--- src/rtl/cnt_csr_pkg.sv ---
package cnt_csr_pkg;

   localparam int ADDR_W = 12;

   typedef enum logic [1:0] {
      LVL_USER  = 2'd0,
      LVL_SUPV  = 2'd1,
      LVL_RSVD  = 2'd2,
      LVL_MACH  = 2'd3
   } lvl_e;

   typedef enum logic [3:0] {
      K_NONE,
      K_UCNT,
      K_UHPM,
      K_UHPMH,
      K_MCNT,
      K_MCNTH,
      K_MZERO,
      K_MZEROH,
      K_MEN,
      K_SEN
   } kind_e;

   localparam logic [ADDR_W-1:0] A_MEN = 12'h306;
   localparam logic [ADDR_W-1:0] A_SEN = 12'h106;

   localparam logic [6:0] WIN_USER_LO = 7'b1100_000;
   localparam logic [6:0] WIN_USER_HI = 7'b1100_100;
   localparam logic [6:0] WIN_MACH_LO = 7'b1011_000;
   localparam logic [6:0] WIN_MACH_HI = 7'b1011_100;
   localparam logic [6:0] WIN_EVENT   = 7'b0011_001;

endpackage

--- src/rtl/cnt_csr_decode.sv ---
module cnt_csr_decode
   import cnt_csr_pkg::*;
(
   input  logic [ADDR_W-1:0] addr_i,
   output kind_e             kind_o
);
   logic [6:0] win;
   logic [4:0] idx;
   logic       is_base;
   logic       is_upper;

   assign win      = addr_i[ADDR_W-1:5];
   assign idx      = addr_i[4:0];
   assign is_base  = (idx == 5'd0) || (idx == 5'd2);
   assign is_upper = (idx >= 5'd3);

   always_comb begin
      kind_o = K_NONE;
      if (addr_i == A_MEN)                        kind_o = K_MEN;
      else if (addr_i == A_SEN)                   kind_o = K_SEN;
      else if (win == WIN_USER_LO && is_base)     kind_o = K_UCNT;
      else if (win == WIN_USER_LO && is_upper)    kind_o = K_UHPM;
      else if (win == WIN_USER_HI && is_upper)    kind_o = K_UHPMH;
      else if (win == WIN_MACH_LO && is_base)     kind_o = K_MCNT;
      else if (win == WIN_MACH_LO && is_upper)    kind_o = K_MZERO;
      else if (win == WIN_MACH_HI && is_base)     kind_o = K_MCNTH;
      else if (win == WIN_MACH_HI && is_upper)    kind_o = K_MZEROH;
      else if (win == WIN_EVENT && is_upper)      kind_o = K_MZERO;
   end
endmodule

--- src/rtl/cnt_csr_perm.sv ---
module cnt_csr_perm
   import cnt_csr_pkg::*;
#(
   parameter int EN_W = 32
) (
   input  logic            clk,
   input  logic            rst_n,
   input  logic [1:0]      priv_i,
   input  logic            wr_men_i,
   input  logic            wr_sen_i,
   input  logic [EN_W-1:0] wr_data_i,
   input  logic [4:0]      idx_i,
   output logic [EN_W-1:0] men_o,
   output logic [EN_W-1:0] sen_o,
   output logic            perm_o
);
   localparam int IDX_W = $clog2(EN_W);

   if (EN_W != 32) begin : g_bad_w
      $error("cnt_csr_perm: EN_W must be 32 to match a 5-bit index");
   end

   logic [EN_W-1:0] mask;

   always_ff @(posedge clk or negedge rst_n) begin
      if (!rst_n) begin
         men_o <= '0;
         sen_o <= '0;
      end else begin
         if (wr_men_i) men_o <= wr_data_i;
         if (wr_sen_i) sen_o <= wr_data_i;
      end
   end

   for (genvar b = 0; b < EN_W; b++) begin : g_mask
      assign mask[b] = (priv_i == LVL_MACH) ? 1'b1
                     : (priv_i == LVL_USER) ? (men_o[b] & sen_o[b])
                     : men_o[b];
   end

   assign perm_o = mask[idx_i[IDX_W-1:0]];

   a_r10_men_holds: assert property (@(posedge clk) disable iff (!rst_n)
      !wr_men_i |=> $stable(men_o));
   a_r10_sen_holds: assert property (@(posedge clk) disable iff (!rst_n)
      !wr_sen_i |=> $stable(sen_o));
endmodule

--- src/rtl/cnt_csr_counter.sv ---
module cnt_csr_counter #(
   parameter int CNT_W = 64
) (
   input  logic             clk,
   input  logic             rst_n,
   input  logic             retire_i,
   input  logic             xlen32_i,
   input  logic             wr_lo_i,
   input  logic             wr_hi_i,
   input  logic [CNT_W-1:0] wr_data_i,
   output logic [CNT_W-1:0] cnt_o
);
   localparam int HALF_W = CNT_W / 2;

   if (CNT_W % 2 != 0) begin : g_bad_w
      $error("cnt_csr_counter: CNT_W must be even");
   end

   always_ff @(posedge clk or negedge rst_n) begin
      if (!rst_n) begin
         cnt_o <= '0;
      end else if (wr_lo_i) begin
         if (xlen32_i) cnt_o <= {cnt_o[CNT_W-1:HALF_W], wr_data_i[HALF_W-1:0]};
         else          cnt_o <= wr_data_i;
      end else if (wr_hi_i) begin
         cnt_o <= {wr_data_i[HALF_W-1:0], cnt_o[HALF_W-1:0]};
      end else if (retire_i) begin
         cnt_o <= cnt_o + 1'b1;
      end
   end

   a_r2_count_step: assert property (@(posedge clk) disable iff (!rst_n)
      (retire_i && !wr_lo_i && !wr_hi_i) |=> cnt_o == $past(cnt_o) + 1'b1);
   a_r2_idle_holds: assert property (@(posedge clk) disable iff (!rst_n)
      (!retire_i && !wr_lo_i && !wr_hi_i) |=> $stable(cnt_o));
   a_r4_lo_keeps_hi: assert property (@(posedge clk) disable iff (!rst_n)
      (wr_lo_i && xlen32_i) |=> cnt_o[CNT_W-1:HALF_W] == $past(cnt_o[CNT_W-1:HALF_W]));
   a_r4_hi_keeps_lo: assert property (@(posedge clk) disable iff (!rst_n)
      (wr_hi_i && !wr_lo_i) |=> cnt_o[HALF_W-1:0] == $past(cnt_o[HALF_W-1:0]));
endmodule

--- src/rtl/cnt_csr_access.sv ---
module cnt_csr_access
   import cnt_csr_pkg::*;
#(
   parameter int XLEN  = 64,
   parameter int CNT_W = 64,
   parameter int EN_W  = 32
) (
   input  logic                clk,
   input  logic                rst_n,
   input  logic [1:0]          priv_i,
   input  logic                xlen32_i,
   input  logic                retire_i,
   input  logic [ADDR_W-1:0]   csr_addr_i,
   input  logic                rd_en_i,
   input  logic                wr_en_i,
   input  logic [XLEN-1:0]     wr_data_i,
   output logic [XLEN-1:0]     rd_data_o,
   output logic                illegal_o
);
   localparam int HALF_W = CNT_W / 2;

   if (XLEN != CNT_W) begin : g_bad_xlen
      $error("cnt_csr_access: XLEN must equal CNT_W");
   end
   if (EN_W > XLEN) begin : g_bad_en
      $error("cnt_csr_access: EN_W must not exceed XLEN");
   end

   kind_e            kind;
   logic [CNT_W-1:0] cnt;
   logic [EN_W-1:0]  men, sen;
   logic             perm;
   logic             wr_lo, wr_hi;
   logic             bad;
   logic [XLEN-1:0]  cnt_low_view;

   cnt_csr_decode u_dec (
      .addr_i (csr_addr_i),
      .kind_o (kind)
   );

   assign wr_lo = wr_en_i && (kind == K_MCNT);
   assign wr_hi = wr_en_i && (kind == K_MCNTH) && xlen32_i;

   cnt_csr_perm #(.EN_W(EN_W)) u_perm (
      .clk       (clk),
      .rst_n     (rst_n),
      .priv_i    (priv_i),
      .wr_men_i  (wr_en_i && (kind == K_MEN)),
      .wr_sen_i  (wr_en_i && (kind == K_SEN)),
      .wr_data_i (wr_data_i[EN_W-1:0]),
      .idx_i     (csr_addr_i[4:0]),
      .men_o     (men),
      .sen_o     (sen),
      .perm_o    (perm)
   );

   cnt_csr_counter #(.CNT_W(CNT_W)) u_cnt (
      .clk       (clk),
      .rst_n     (rst_n),
      .retire_i  (retire_i),
      .xlen32_i  (xlen32_i),
      .wr_lo_i   (wr_lo),
      .wr_hi_i   (wr_hi),
      .wr_data_i (wr_data_i),
      .cnt_o     (cnt)
   );

   assign cnt_low_view = xlen32_i ? {{(XLEN-HALF_W){1'b0}}, cnt[HALF_W-1:0]} : cnt;

   always_comb begin
      bad       = 1'b0;
      rd_data_o = '0;
      case (kind)
         K_UCNT:   begin bad = !perm; rd_data_o = cnt_low_view; end
         K_UHPM:   bad = !perm;
         K_UHPMH:  bad = !(perm && xlen32_i);
         K_MCNT:   rd_data_o = cnt_low_view;
         K_MCNTH:  begin
                      bad       = !xlen32_i;
                      rd_data_o = {{(XLEN-HALF_W){1'b0}}, cnt[CNT_W-1:HALF_W]};
                   end
         K_MZERO:  bad = 1'b0;
         K_MZEROH: bad = !xlen32_i;
         K_MEN:    rd_data_o = {{(XLEN-EN_W){1'b0}}, men};
         K_SEN:    rd_data_o = {{(XLEN-EN_W){1'b0}}, sen};
         default:  bad = 1'b1;
      endcase
   end

   assign illegal_o = rd_en_i && bad;

   a_r11_quiet_without_read: assert property (@(posedge clk) disable iff (!rst_n)
      !rd_en_i |-> !illegal_o);
   a_r3_machine_count_legal: assert property (@(posedge clk) disable iff (!rst_n)
      (rd_en_i && kind == K_MCNT) |-> !illegal_o);
   a_r6_mach_user_count_legal: assert property (@(posedge clk) disable iff (!rst_n)
      (rd_en_i && kind == K_UCNT && priv_i == LVL_MACH) |-> !illegal_o);
   a_r6_user_needs_men: assert property (@(posedge clk) disable iff (!rst_n)
      (rd_en_i && kind == K_UCNT && priv_i == LVL_USER && !men[csr_addr_i[4:0]])
         |-> illegal_o);
   a_r5_hi_illegal_wide: assert property (@(posedge clk) disable iff (!rst_n)
      (rd_en_i && kind == K_MCNTH && !xlen32_i) |-> illegal_o);
endmodule

--- config.mk ---
export PLATFORM = sky130hd
export DESIGN_NAME = cnt_csr_access
export DESIGN_NICKNAME = d
export VERILOG_FILES = /design/src/rtl/cnt_csr_pkg.sv /design/src/rtl/cnt_csr_decode.sv /design/src/rtl/cnt_csr_perm.sv /design/src/rtl/cnt_csr_counter.sv /design/src/rtl/cnt_csr_access.sv
export SDC_FILE = /design/constraint.sdc
export NUM_CORES = 1
export LEC_CHECK = 0
export ABC_CLOCK_PERIOD_IN_PS = 2740
export BUFFER_PORTS_ARGS = -buffer_cell sky130_fd_sc_hd__buf_2
export CORE_MARGIN = 5
export CORE_UTILIZATION = 40
export CTS_BUF_LIST = sky130_fd_sc_hd__clkbuf_16
export CTS_CLUSTER_SIZE = 28
export DETAILED_ROUTE_END_ITERATION = 8
export PLACE_DENSITY = 0.67
export SYNTH_ARGS = -nofsm -noshare
export SYNTH_HDL_FRONTEND = slang
export SYNTH_SLANG_ARGS = --single-unit
--- constraint.sdc ---
create_clock -name clk -period 2.74 [get_ports clk]
set_input_delay 0.137 -clock clk [delete_from_list [all_inputs] [get_ports clk]]
set_output_delay 0.137 -clock clk [all_outputs]
set_load 0.03 [all_outputs]
==> reports/results.tsv <==
metric	value	unit
async_flop_share	100	%
grt_setup_unrepaired	false	
ys_seq_area_share	37.5	%
crit_arrival	2.48	ns
cts_setup_buffers	0	
place_congestion	0.938	
cp_data_required_time	2.60	ns
setup_tns	0	ns
start_util	40.6	%
synth_compound_area_share	24.0	%
finalWirelength	31800	um
numCtsBuffers	17	
rr_startpoint	u_cnt.cnt_o[0]	
grt_max_degree	69	
hold_viol_final	0	
io_buffer_count	148	
ys_seq_elements	128	
wl_per_cell	23.3	um
setup.worst_path.end_class	primary output	
postRouteAntennaNets	0	
hold_class	in2reg	
rows	53	
clk_latency	0.42	ns
p_leak	4.76	nW
clk_path_buf_depth	2	
routed_via_density	6.37	
period_needed	2.62	ns
finalSetupViolCount	0	
power.density	468	mW/mm^2
num_antenna_cells	0	
rrSetupSlack	0.35	ns
area_delta_synth_final	21.2	%
postSynthAreaPerCell	9.06	um^2
status	completed	
clock.fmax	0.382	GHz
synth-warning-count	0	
fp.dieW	156	um
syn_inst	942	
cts_tree	yes	
track_usage	25.9	%
cts.sink_count	128	
drive_above_1_share	27.7	%
synthXorXnorAreaFrac	0.411	%
critPathLaunch	u_perm.men_o[28]	
placed_area	0.00966	mm^2
die_area	0.0244	mm^2
worst_pin_slew	0.613	ns
synth_enable_flop_cells	0	
synth_nets	1027	
place_hpwl	23500	um
die_h	156	um
drv_cap	0	
syn_area	0.00853	mm^2
fin_skew	0.00598	ns
vias	8694	
fin_nets	1163	
synthSimpleGateAreaFrac	20.6	%
drt-pass1-iter-count	7	
drc	0	
hp-start	wr_data_i[48]	
first_global_vias	8504	
ctsRootBufferMaster	clkbuf_16	
crit_fanout	3	
core	0.0210	mm^2
critPathLaunchType	register	
grt_pass1_wl	49100	um
ir_drop	0.373	mV
synth_top_flop_cell	dfrtp_1	
ios	149	
slew_viol_final	0	
path_clk_slew	0.06	ns
synth_fa_ha_area_share	0.147	%
grt-ovfl-total	0	
post-route-util	49.2	%
slew_headroom	58.8	%
finalCritPeriodShare	95.5	%
antenna_found_initial	0	
final_cell_mix	buf_2, dfrtp_1, nand2_1, nor2_1, mux2_2	
h-tree-depth	4	
criticalPathCategory	reg2out	
synth_top_family_by_area	compound AO/OA/AOI/OAI gates	
postLayoutCellArea	0.0103	mm^2
drt-initial-drc-count	782	
layout_commonest_cell	buf_2	
synthMuxAreaShare	13.2	%
synth.distinct_cells	74	
==> critical path, cell delays in order (launching register included) <==
cell and delay (ns):
dfrtp_1 0.38, o21ai_0 0.12, mux4_2 0.48, mux2_2 0.30, a221oi_1 0.42, o32ai_2 0.17, buf_4 0.19
==> cell type report <==
class / instances / area [um^2]
clock buffer: 17 / 425
clock inverter: 14 / 170
fill: 2009 / 10700
inverter: 6 / 22.5
multi-input combinational: 732 / 5010
sequential: 128 / 3200
tap: 275 / 344
timing repair buffer: 193 / 1160
==> where the power goes <==
group	switching, mW	leakage (nW)	total (mW)	internal [mW]
Sequential	0.126	1.74	2.09	1.96
Combinational	0.274	2.72	0.443	0.170
Clock	0.891	0.292	2.31	1.42
Total	1.29	4.76	4.84	3.55
==> through the flow <==
step / total power, mW / setup WS [ns] / hold slack [ns] / cells
floorplan: 2.30 / 0.330 / -0.159 / 942
global placement: 2.54 / 0.333 / 0.128 / 1327
detailed placement: 2.54 / 0.287 / 0.124 / 1327
CTS: 4.85 / 0.114 / 0.00743 / 1365
global route: 4.99 / 0.00863 / 0.00986 / 1365
finish: 4.84 / 0.124 / 0.0141 / 1365
==> cells by family (layout without fill, tap and decap cells) <==
group | after synthesis | count (layout)
simple gates | 329 | 329
xor+xnor | 4 | 4
mux | 101 | 101
fa+ha+maj | 1 | 1
compound gates | 297 | 297
buf+inv | 82 | 230
flops | 128 | 128
==> per-layer routing <==
metal | GRT usage [%] | routed length, um | vias to the layer above
met2 | 42.0 | 15000 | 443
met4 | 10.0 | 1270 | 0
met1 | 34.5 | 13100 | 4289
li1 | - | - | 3887
met3 | 4.80 | 2400 | 75
met5 | 0 | 0 | -
==> worst paths after layout <==
kind | end | cells past startpoint
max | illegal_o | 6
min | u_cnt.cnt_o[48] | 3
min in group asynchronous | u_perm.sen_o[31] | 2
max in group asynchronous | u_cnt.cnt_o[32] | 3
min reg2reg | u_perm.sen_o[30] | 1
max reg2reg | u_cnt.cnt_o[36] | 8
==> Yosys cell counts (5+ instances only) <==
library cell | count | area (um^2)
nor4_1 | 7 | 43.8
mux2_2 | 61 | 687
and3_1 | 24 | 150
nor2_1 | 65 | 244
nand3_1 | 41 | 205
a31oi_1 | 26 | 163
nor3_1 | 13 | 65.1
and2_1 | 37 | 231
o22a_1 | 15 | 131
clkbuf_1 | 46 | 173
o21ai_0 | 54 | 270
dfrtp_1 | 128 | 3200
o211ai_1 | 32 | 240
buf_2 | 25 | 125
a21oi_1 | 58 | 290
nand2_1 | 82 | 308
a2bb2oi_1 | 5 | 43.8
nand4_1 | 25 | 156
o21a_1 | 6 | 45.0
inv_1 | 5 | 18.8
a22oi_1 | 9 | 67.6
mux2i_1 | 33 | 330
a221o_1 | 19 | 190
o22ai_1 | 23 | 144
==> timing repair <==
action	CTS	global route
endpoints found under the hold margin	38	0
gates resized for setup	0	2
setup endpoints to repair	0	1
hold buffers	7	0
==> sequential cells by signal (all words and copies together) (netlist names) <==
signal        cells
u_perm.men_o     32
u_cnt.cnt_o      64
u_perm.sen_o     32
Note: power is estimated with default switching activity, not from simulation.
